==> config.mk <==
export PLATFORM = sky130hd
export DESIGN_NAME = sm3_dual_round
export DESIGN_NICKNAME = d
export VERILOG_FILES = /design/src/rtl/sm3_rnd_pkg.sv /design/src/rtl/sm3_round_const.sv /design/src/rtl/sm3_round_step.sv /design/src/rtl/sm3_dual_round.sv
export SDC_FILE = /design/constraint.sdc
export NUM_CORES = 2
export LEC_CHECK = 0
export ABC_AREA = 1
export BUFFER_PORTS_ARGS = -buffer_cell sky130_fd_sc_hd__buf_4
export CAP_MARGIN = 10
export CORE_MARGIN = 1
export CORE_UTILIZATION = 55
export CTS_CLUSTER_DIAMETER = 100
export DETAILED_ROUTE_END_ITERATION = 16
export MAX_ROUTING_LAYER = met4
export PLACE_DENSITY = 0.8
export SYNTH_ARGS = -nofsm -noshare
export SYNTH_HDL_FRONTEND = slang
export SYNTH_SLANG_ARGS = --single-unit
==> constraint.sdc <==
create_clock -name clk -period 21.9 [get_ports clk]
set_clock_uncertainty 0.15 [all_clocks]
set_input_delay 4.38 -clock clk [delete_from_list [all_inputs] [get_ports clk]]
set_output_delay 4.38 -clock clk [all_outputs]
set_load 0.01 [all_outputs]
==> src/rtl/sm3_rnd_pkg.sv <==
package sm3_rnd_pkg;

   localparam int WORD_W = 32;

   typedef logic [WORD_W-1:0] word_t;

   typedef struct packed {
      word_t a;
      word_t b;
      word_t c;
      word_t d;
      word_t e;
      word_t f;
      word_t g;
      word_t h;
   } sm3_st_t;

   // rotate left by n modulo the word width
   function automatic word_t rotl(input word_t v, input int unsigned n);
      logic [2*WORD_W-1:0] dbl;
      dbl = {v, v} << (n % WORD_W);
      return dbl[2*WORD_W-1 -: WORD_W];
   endfunction

   function automatic word_t perm0(input word_t v);
      return v ^ rotl(v, 9) ^ rotl(v, 17);
   endfunction

   // A-side boolean function: parity in the low class, majority otherwise
   function automatic word_t bool_a(input word_t x, input word_t y,
                                    input word_t z, input logic hi);
      return hi ? ((x & y) | (x & z) | (y & z)) : (x ^ y ^ z);
   endfunction

   // E-side boolean function: parity in the low class, select otherwise
   function automatic word_t bool_e(input word_t x, input word_t y,
                                    input word_t z, input logic hi);
      return hi ? ((x & y) | (~x & z)) : (x ^ y ^ z);
   endfunction

endpackage

==> src/rtl/sm3_round_const.sv <==
module sm3_round_const
   import sm3_rnd_pkg::*;
#(
   parameter int          SEL_W  = 8,
   parameter logic [7:0]  MASK   = 8'h3E,
   parameter int          SPLIT  = 16,
   parameter word_t       K_LOW  = 32'h79CC4519,
   parameter word_t       K_HIGH = 32'h7A879D8A,
   parameter int          STEPS  = 2
) (
   input  logic [SEL_W-1:0]              round_sel,
   output logic                          high_class,
   output logic [STEPS-1:0][WORD_W-1:0]  k_step
);

   generate
      if (MASK[0] != 1'b0) begin : g_bad_mask
         $error("sm3_round_const: MASK must keep the round number even");
      end
      if (SEL_W != 8) begin : g_bad_sel
         $error("sm3_round_const: SEL_W must be 8");
      end
   endgenerate

   logic [SEL_W-1:0] eff_round;
   word_t            base_k;
   word_t            first_k;

   always_comb begin
      eff_round  = round_sel & MASK;
      high_class = (int'(eff_round) >= SPLIT);
      base_k     = high_class ? K_HIGH : K_LOW;
      first_k    = rotl(base_k, int'(eff_round));
   end

   generate
      for (genvar s = 0; s < STEPS; s++) begin : g_k
         assign k_step[s] = rotl(first_k, s);
      end
   endgenerate

endmodule

==> src/rtl/sm3_round_step.sv <==
module sm3_round_step
   import sm3_rnd_pkg::*;
(
   input  sm3_st_t st_in,
   input  logic    high_class,
   input  word_t   k_const,
   input  word_t   w_plain,
   input  word_t   w_far,
   output sm3_st_t st_out
);

   word_t a_rot;
   word_t s1;
   word_t s2;
   word_t t1;
   word_t t2;

   always_comb begin
      a_rot = rotl(st_in.a, 12);
      s1    = rotl(a_rot + st_in.e + k_const, 7);
      s2    = s1 ^ a_rot;
      t1    = bool_a(st_in.a, st_in.b, st_in.c, high_class) + st_in.d + s2
              + (w_plain ^ w_far);
      t2    = bool_e(st_in.e, st_in.f, st_in.g, high_class) + st_in.h + s1
              + w_plain;

      st_out.a = t1;
      st_out.b = st_in.a;
      st_out.c = rotl(st_in.b, 9);
      st_out.d = st_in.c;
      st_out.e = perm0(t2);
      st_out.f = st_in.e;
      st_out.g = rotl(st_in.f, 19);
      st_out.h = st_in.g;
   end

endmodule

==> src/rtl/sm3_dual_round.sv <==
module sm3_dual_round
   import sm3_rnd_pkg::*;
#(
   parameter int         OP_W       = 128,
   parameter int         SEL_W      = 8,
   parameter logic [7:0] ROUND_MASK = 8'h3E,
   parameter int         CLASS_SPLIT = 16,
   parameter word_t      K_LOW      = 32'h79CC4519,
   parameter word_t      K_HIGH     = 32'h7A879D8A
) (
   input  logic              clk,
   input  logic              rst,
   input  logic              in_valid,
   output logic              in_ready,
   input  logic [OP_W-1:0]   st_cdgh,
   input  logic [OP_W-1:0]   st_abef,
   input  logic [OP_W-1:0]   msg,
   input  logic [SEL_W-1:0]  round_sel,
   output logic              out_valid,
   output logic [OP_W-1:0]   out_state
);

   localparam int LANES = OP_W / WORD_W;
   localparam int STEPS = LANES / 2;

   generate
      if (OP_W != 4 * WORD_W) begin : g_bad_width
         $error("sm3_dual_round: OP_W must hold exactly four words");
      end
   endgenerate

   logic                          high_class;
   logic [STEPS-1:0][WORD_W-1:0]  k_step;
   sm3_st_t                       st [STEPS+1];
   logic [OP_W-1:0]               result;
   logic                          accept;

   assign in_ready = 1'b1;
   assign accept   = in_valid & in_ready;

   sm3_round_const #(
      .SEL_W  (SEL_W),
      .MASK   (ROUND_MASK),
      .SPLIT  (CLASS_SPLIT),
      .K_LOW  (K_LOW),
      .K_HIGH (K_HIGH),
      .STEPS  (STEPS)
   ) u_const (
      .round_sel  (round_sel),
      .high_class (high_class),
      .k_step     (k_step)
   );

   // operand unpacking with pre-rotation of the unrotated words
   always_comb begin
      st[0].a = st_abef[3*WORD_W +: WORD_W];
      st[0].b = st_abef[2*WORD_W +: WORD_W];
      st[0].e = st_abef[1*WORD_W +: WORD_W];
      st[0].f = st_abef[0*WORD_W +: WORD_W];
      st[0].c = rotl(st_cdgh[3*WORD_W +: WORD_W], 9);
      st[0].d = rotl(st_cdgh[2*WORD_W +: WORD_W], 9);
      st[0].g = rotl(st_cdgh[1*WORD_W +: WORD_W], 19);
      st[0].h = rotl(st_cdgh[0*WORD_W +: WORD_W], 19);
   end

   generate
      for (genvar s = 0; s < STEPS; s++) begin : g_step
         sm3_round_step u_step (
            .st_in      (st[s]),
            .high_class (high_class),
            .k_const    (k_step[s]),
            .w_plain    (msg[s*WORD_W +: WORD_W]),
            .w_far      (msg[(s+STEPS)*WORD_W +: WORD_W]),
            .st_out     (st[s+1])
         );
      end
   endgenerate

   assign result = {st[STEPS].a, st[STEPS].b, st[STEPS].e, st[STEPS].f};

   always_ff @(posedge clk) begin
      if (rst) begin
         out_valid <= 1'b0;
         out_state <= '0;
      end else begin
         out_valid <= accept;
         if (accept) begin
            out_state <= result;
         end
      end
   end

   // result flagged one edge after an accepted input
   a_r9_valid_follows: assert property (@(posedge clk) disable iff (rst)
      accept |=> out_valid);

   // no result flag without an accepted input
   a_r9_no_spurious: assert property (@(posedge clk) disable iff (rst)
      !accept |=> !out_valid);

   // stored result unchanged in idle cycles
   a_r11_hold: assert property (@(posedge clk) disable iff (rst)
      !accept |=> $stable(out_state));

   // lane 2 carries the A word produced by the first round
   a_r8_lane_b: assert property (@(posedge clk) disable iff (rst)
      accept |=> out_state[2*WORD_W +: WORD_W] == $past(st[1].a));

   // lane 0 carries the E word produced by the first round
   a_r8_lane_f: assert property (@(posedge clk) disable iff (rst)
      accept |=> out_state[0 +: WORD_W] == $past(st[1].e));

endmodule

After elaboration in Yosys (flattened, before gate mapping):

Index checks and enable logic that the tools add are counted.
Widths: inputs -> output; s select.

* $add $sub $neg: 16
* reduce and logical (&&, ||, !) cells: 0
* eq/ne operators: 0
* multiply operators: 0
* div/mod/pow operators: 0
* multiplexer cells: 5
* order comparisons: 1
* bitwise gates (word level): 34
* shift-type cells: 1

Operators with widths (count)
* $add 32x32->32: 16
* $xor 32x32->32: 16
* $and 32x32->32: 10
* $or 32x32->32: 6
* $mux 32: 4
* $not 32->32: 2
* $shl 63x5->64: 1
* $mux 26: 1
* $ge 6x5->1 const B: 1

* word-level logic and storage cells: 59
* output and inout port bits: 130
* bits in writable memories: 0
* latch bits: 0
* memories kept: 0
* ROM bits: 0
* register bits: 129

Depth between registers and ports, before layout:

* depth in word-level cells: 18
* depth in mapped cells: 87

Hierarchy:

Synthesis repeated with hierarchy kept, for this count alone.

* cell total of the unflattened synthesis: 5266
* area, all modules: 35445.2 um^2

By module, submodules not included
* sm3_round_step at g_step[0].u_step: times used 1, area an instance 14401.3 um^2, cells each 2102
* sm3_round_step at g_step[1].u_step: times used 1, area an instance 14272.4 um^2, cells each 2081
* sm3_dual_round: times used 1, area an instance 5385.2 um^2, cells each 817
* sm3_round_const: times used 1, area an instance 1386.3 um^2, cells each 266

Worst setup path before layout:

Ideal clock, no wire load.

* kind: input to register
* start point: input port round_sel[4]
* end point: register out_state[121]
* setup time: 0.109 ns
* stages on the path: 82
* data arrival time: 16.657 ns
* slack: 4.984 ns
* path buffers: 2
* cell sequence: buf_4 -> nor2_8 -> clkbuf_1 -> nor2_1 -> nor2_1 -> o21ai_0 -> o21ai_0 -> inv_1 -> fa_1 -> ha_1 -> fa_1 -> nand3_1 -> nand2_1 -> a21oi_1 -> o21ai_1 -> a21boi_2 -> o21ai_2 -> a21boi_1 -> [... 46 more ...] -> nand2_1 -> a21boi_0 -> o21ai_2 -> nand2_1 -> nand2_1 -> inv_1 -> o21ai_1 -> nand2_1 -> nand2_1 -> inv_1 -> o21ai_0 -> nand2_1 -> inv_1 -> nor2_1 -> nand2_1 -> nand3_1 -> nand2_1 -> inv_1

RTL lines
* start, declared: line sm3_dual_round.sv:18 `input logic [SEL_W-1:0] round_sel,`
* end signal, assigned: line sm3_dual_round.sv:88 `out_state <= result;`
* end, declared: line sm3_dual_round.sv:20 `output logic [OP_W-1:0] out_state`

==> results.cfg <==
[outcome]
status = completed

[global_route]
overflow = 0
grt_pass1_wl_um = 196400
grt_use_total = 0.5417
grt_pass1_vias = 29050
grt_max_degree = 109
antenna_found_initial = 20

[clock_tree]
clk_pin_slew_ns = 0.07
cts_root_buf = clkbuf_16
hold_buffers = 0
cts.sinks = 129
cts_buffers = 17
clk_path_buf_depth = 2
clk_latency_ns = 0.45
cts-resized-gates = 0
cts_tree = yes
h-tree-depth = 4
post-cts-setup-buffers = 0

[die]
core_sq_um = 51720
die_w_um = 231.6
start_util = 0.5607
dieArea_sq_um = 53650
die_h_um = 231.6
pin_count = 525
num_rows = 83

[setup_path]
critPathSlowestCell = o21ai_0
cp_data_arrival_time_ns = 20.82
cpMostUsedCell = nand2_1
crit_family = compound AO/OA/AOI/OAI gates
cp-endpoint = out_state[34]$_SDFFE_PP0P_
path_class = in -> reg
required_ns = 22.10
crit_buf_inv = 10
rrSetupSlack_ns = 20.92
crit_path_end_kind = flop
crit_path_start_kind = input port
cpPeakStageDelay_ns = 0.69
crit_cells = 74
path_max_fanout = 56
r2r-start = out_state[81]$_SDFFE_PP0P_
reg2reg_depth = 2
rr_endpoint = out_state[81]$_SDFFE_PP0P_
cp-startpoint = round_sel[4]

[placement]
place_hpwl_um = 122400
io_buffers = 520
gp_congestion = 1.146

[hold_path]
worstHoldPathType = reg -> reg
holdPathStages = 2

[timing]
final_hold_viol_count = 0
fmax_mhz = 48.49
min_period_over_period = 0.9416
fin_crit_ns = 20.62
finalSetupTns_ns = 0
grt_setup_unrepaired = false
slew_headroom = 0.1873
worst_pin_slew_ns = 1.215
slew_viol_final = 0
setup_violations = 0

[route]
dr.pass1.iters = 9
drtIter0Drc = 3964
drc = 0
vias = 30121
wirelength_um = 140400
vias_per_cell = 5.806
drtAntennaViolNets = 0
routedWlPerCell_um = 27.06

[synth]
synthCells = 3965
yosysSeqAreaShare = 0.08906
syn_area_sq_um = 29000
ys_warn_count = 0
synth.distinct_cells = 59
ys_seq_elements = 129
synth.avg_cell_area_sq_um = 7.313
syn-num-nets = 4920

[layout]
nets = 5429
drive_above_1_share = 0.1493
fill_cells = 4588
multi_input_area_sq_um = 22700
seqCellArea_sq_um = 2582
area_growth_pct = 18.87

[job]
drv_cap = 0
==> sequential cells by signal, summed over array words and instances, names as in the netlist <==
register and cells:
out_state 128, out_valid 1
==> metal layers <==
layer	GRT usage	part of all wire	wire (um)
met5	-	0	0
met4	0.4396	0.10	14610
met3	0.2053	0.14	20130
met2	0.7536	0.40	56610
met1	0.6178	0.35	49050
==> cells in the final DEF (no fill, tap or decap), types with 113 or more instances in the layout <==
master	synthesis	layout
nor2_1	213	213
buf_4	2	568
a21oi_1	225	225
dfxtp_1	129	129
o21ai_0	265	265
ha_1	184	184
fa_1	376	376
nand3_1	113	113
nand2_1	686	686
xor2_1	330	329
inv_1	907	906
==> kinds of logic after synthesis <==
| logic type | synth area share |
|---|---|
| compound gates | 0.1457 |
| xor+xnor | 0.1349 |
| fa+ha+maj | 0.3390 |
| buf+inv | 0.1284 |
| flops | 0.08906 |
| mux | 0.007594 |
| other cells | 0.0001293 |
| simple gates | 0.1552 |
==> cells in the mapped netlist, drive strengths merged <==
cell type / instances / share of area
nor4: 10 / 0.0022
o22ai: 3 / 0.00065
nand3b: 4 / 0.0015
nand2: 693 / 0.090
nor3: 13 / 0.0022
a2111oi: 1 / 0.00030
o211ai: 64 / 0.017
fa: 376 / 0.26
xor2: 335 / 0.10
o221ai: 7 / 0.0023
nand4: 17 / 0.0037
o2111ai: 1 / 0.00030
xnor2: 103 / 0.032
a221oi: 1 / 0.00030
a31o: 2 / 0.00060
a21boi: 18 / 0.0052
mux2i: 22 / 0.0076
clkbuf: 68 / 0.0088
o21a: 8 / 0.0021
o31ai: 2 / 0.00052
o21bai: 40 / 0.011
nand3: 119 / 0.022
a41oi: 1 / 0.00030
a21o: 22 / 0.0057
buf: 11 / 0.0017
a31oi: 18 / 0.0039
xnor3: 1 / 0.00078
dfxtp: 129 / 0.089
o21ai: 305 / 0.054
inv: 909 / 0.12
and2: 2 / 0.00043
conb: 1 / 0.00013
clkinv: 2 / 0.00026
or4: 1 / 0.00039
a211oi: 4 / 0.0010
or2: 21 / 0.0045
nor2: 214 / 0.028
a21oi: 232 / 0.041
ha: 184 / 0.079
and3: 1 / 0.00022
==> layout make-up <==
type	instances	area share
Timing Repair Buffer	569	0.1240
Tap cell	680	0.02468
Clock buffer	17	0.01234
Antenna cell	21	0.001525
Sequential cell	129	0.07492
Inverter	911	0.09921
Clock inverter	15	0.004755
Multi-Input combinational cell	2846	0.6585
==> worst register-to-register path, cell delays in order, from the launching register on <==
cell and delay, ns:
dfxtp_1 0.40, o21ai_0 0.12, a21oi_1 0.23
==> how the worst min path moves through the flow <==
stage | start | endpoint | slack (ns)
2_1_floorplan | out_state[10]$_SDFFE_PP0P_ | out_state[10]$_SDFFE_PP0P_ | 0.37
3_3_place_gp | out_state[83]$_SDFFE_PP0P_ | out_state[83]$_SDFFE_PP0P_ | 0.31
3_5_place_dp | out_state[15]$_SDFFE_PP0P_ | out_state[15]$_SDFFE_PP0P_ | 0.31
4_1_cts | out_state[15]$_SDFFE_PP0P_ | out_state[15]$_SDFFE_PP0P_ | 0.34
5_1_grt | out_state[89]$_SDFFE_PP0P_ | out_state[89]$_SDFFE_PP0P_ | 0.35
6_report | out_state[10]$_SDFFE_PP0P_ | out_state[10]$_SDFFE_PP0P_ | 0.34
==> through the flow <==
stage	utilization	instances	hold slack [ns]	worst slack (ns)	area, sq um
2_1_floorplan	-	3965	0.3660	4.984	29000
3_3_place_gp	0.6541	5135	0.3119	1.617	33830
3_5_place_dp	0.6541	5135	0.3143	1.497	33830
4_1_cts	0.6655	5167	0.3352	1.905	34420
5_1_grt	0.6664	5186	0.3533	0.5661	34460
6_report	0.6665	5188	0.3353	1.279	34470
Power is left out: the tool's default activity adds up to more than one toggle a clock period on the data nets, which glitch-free logic cannot reach.
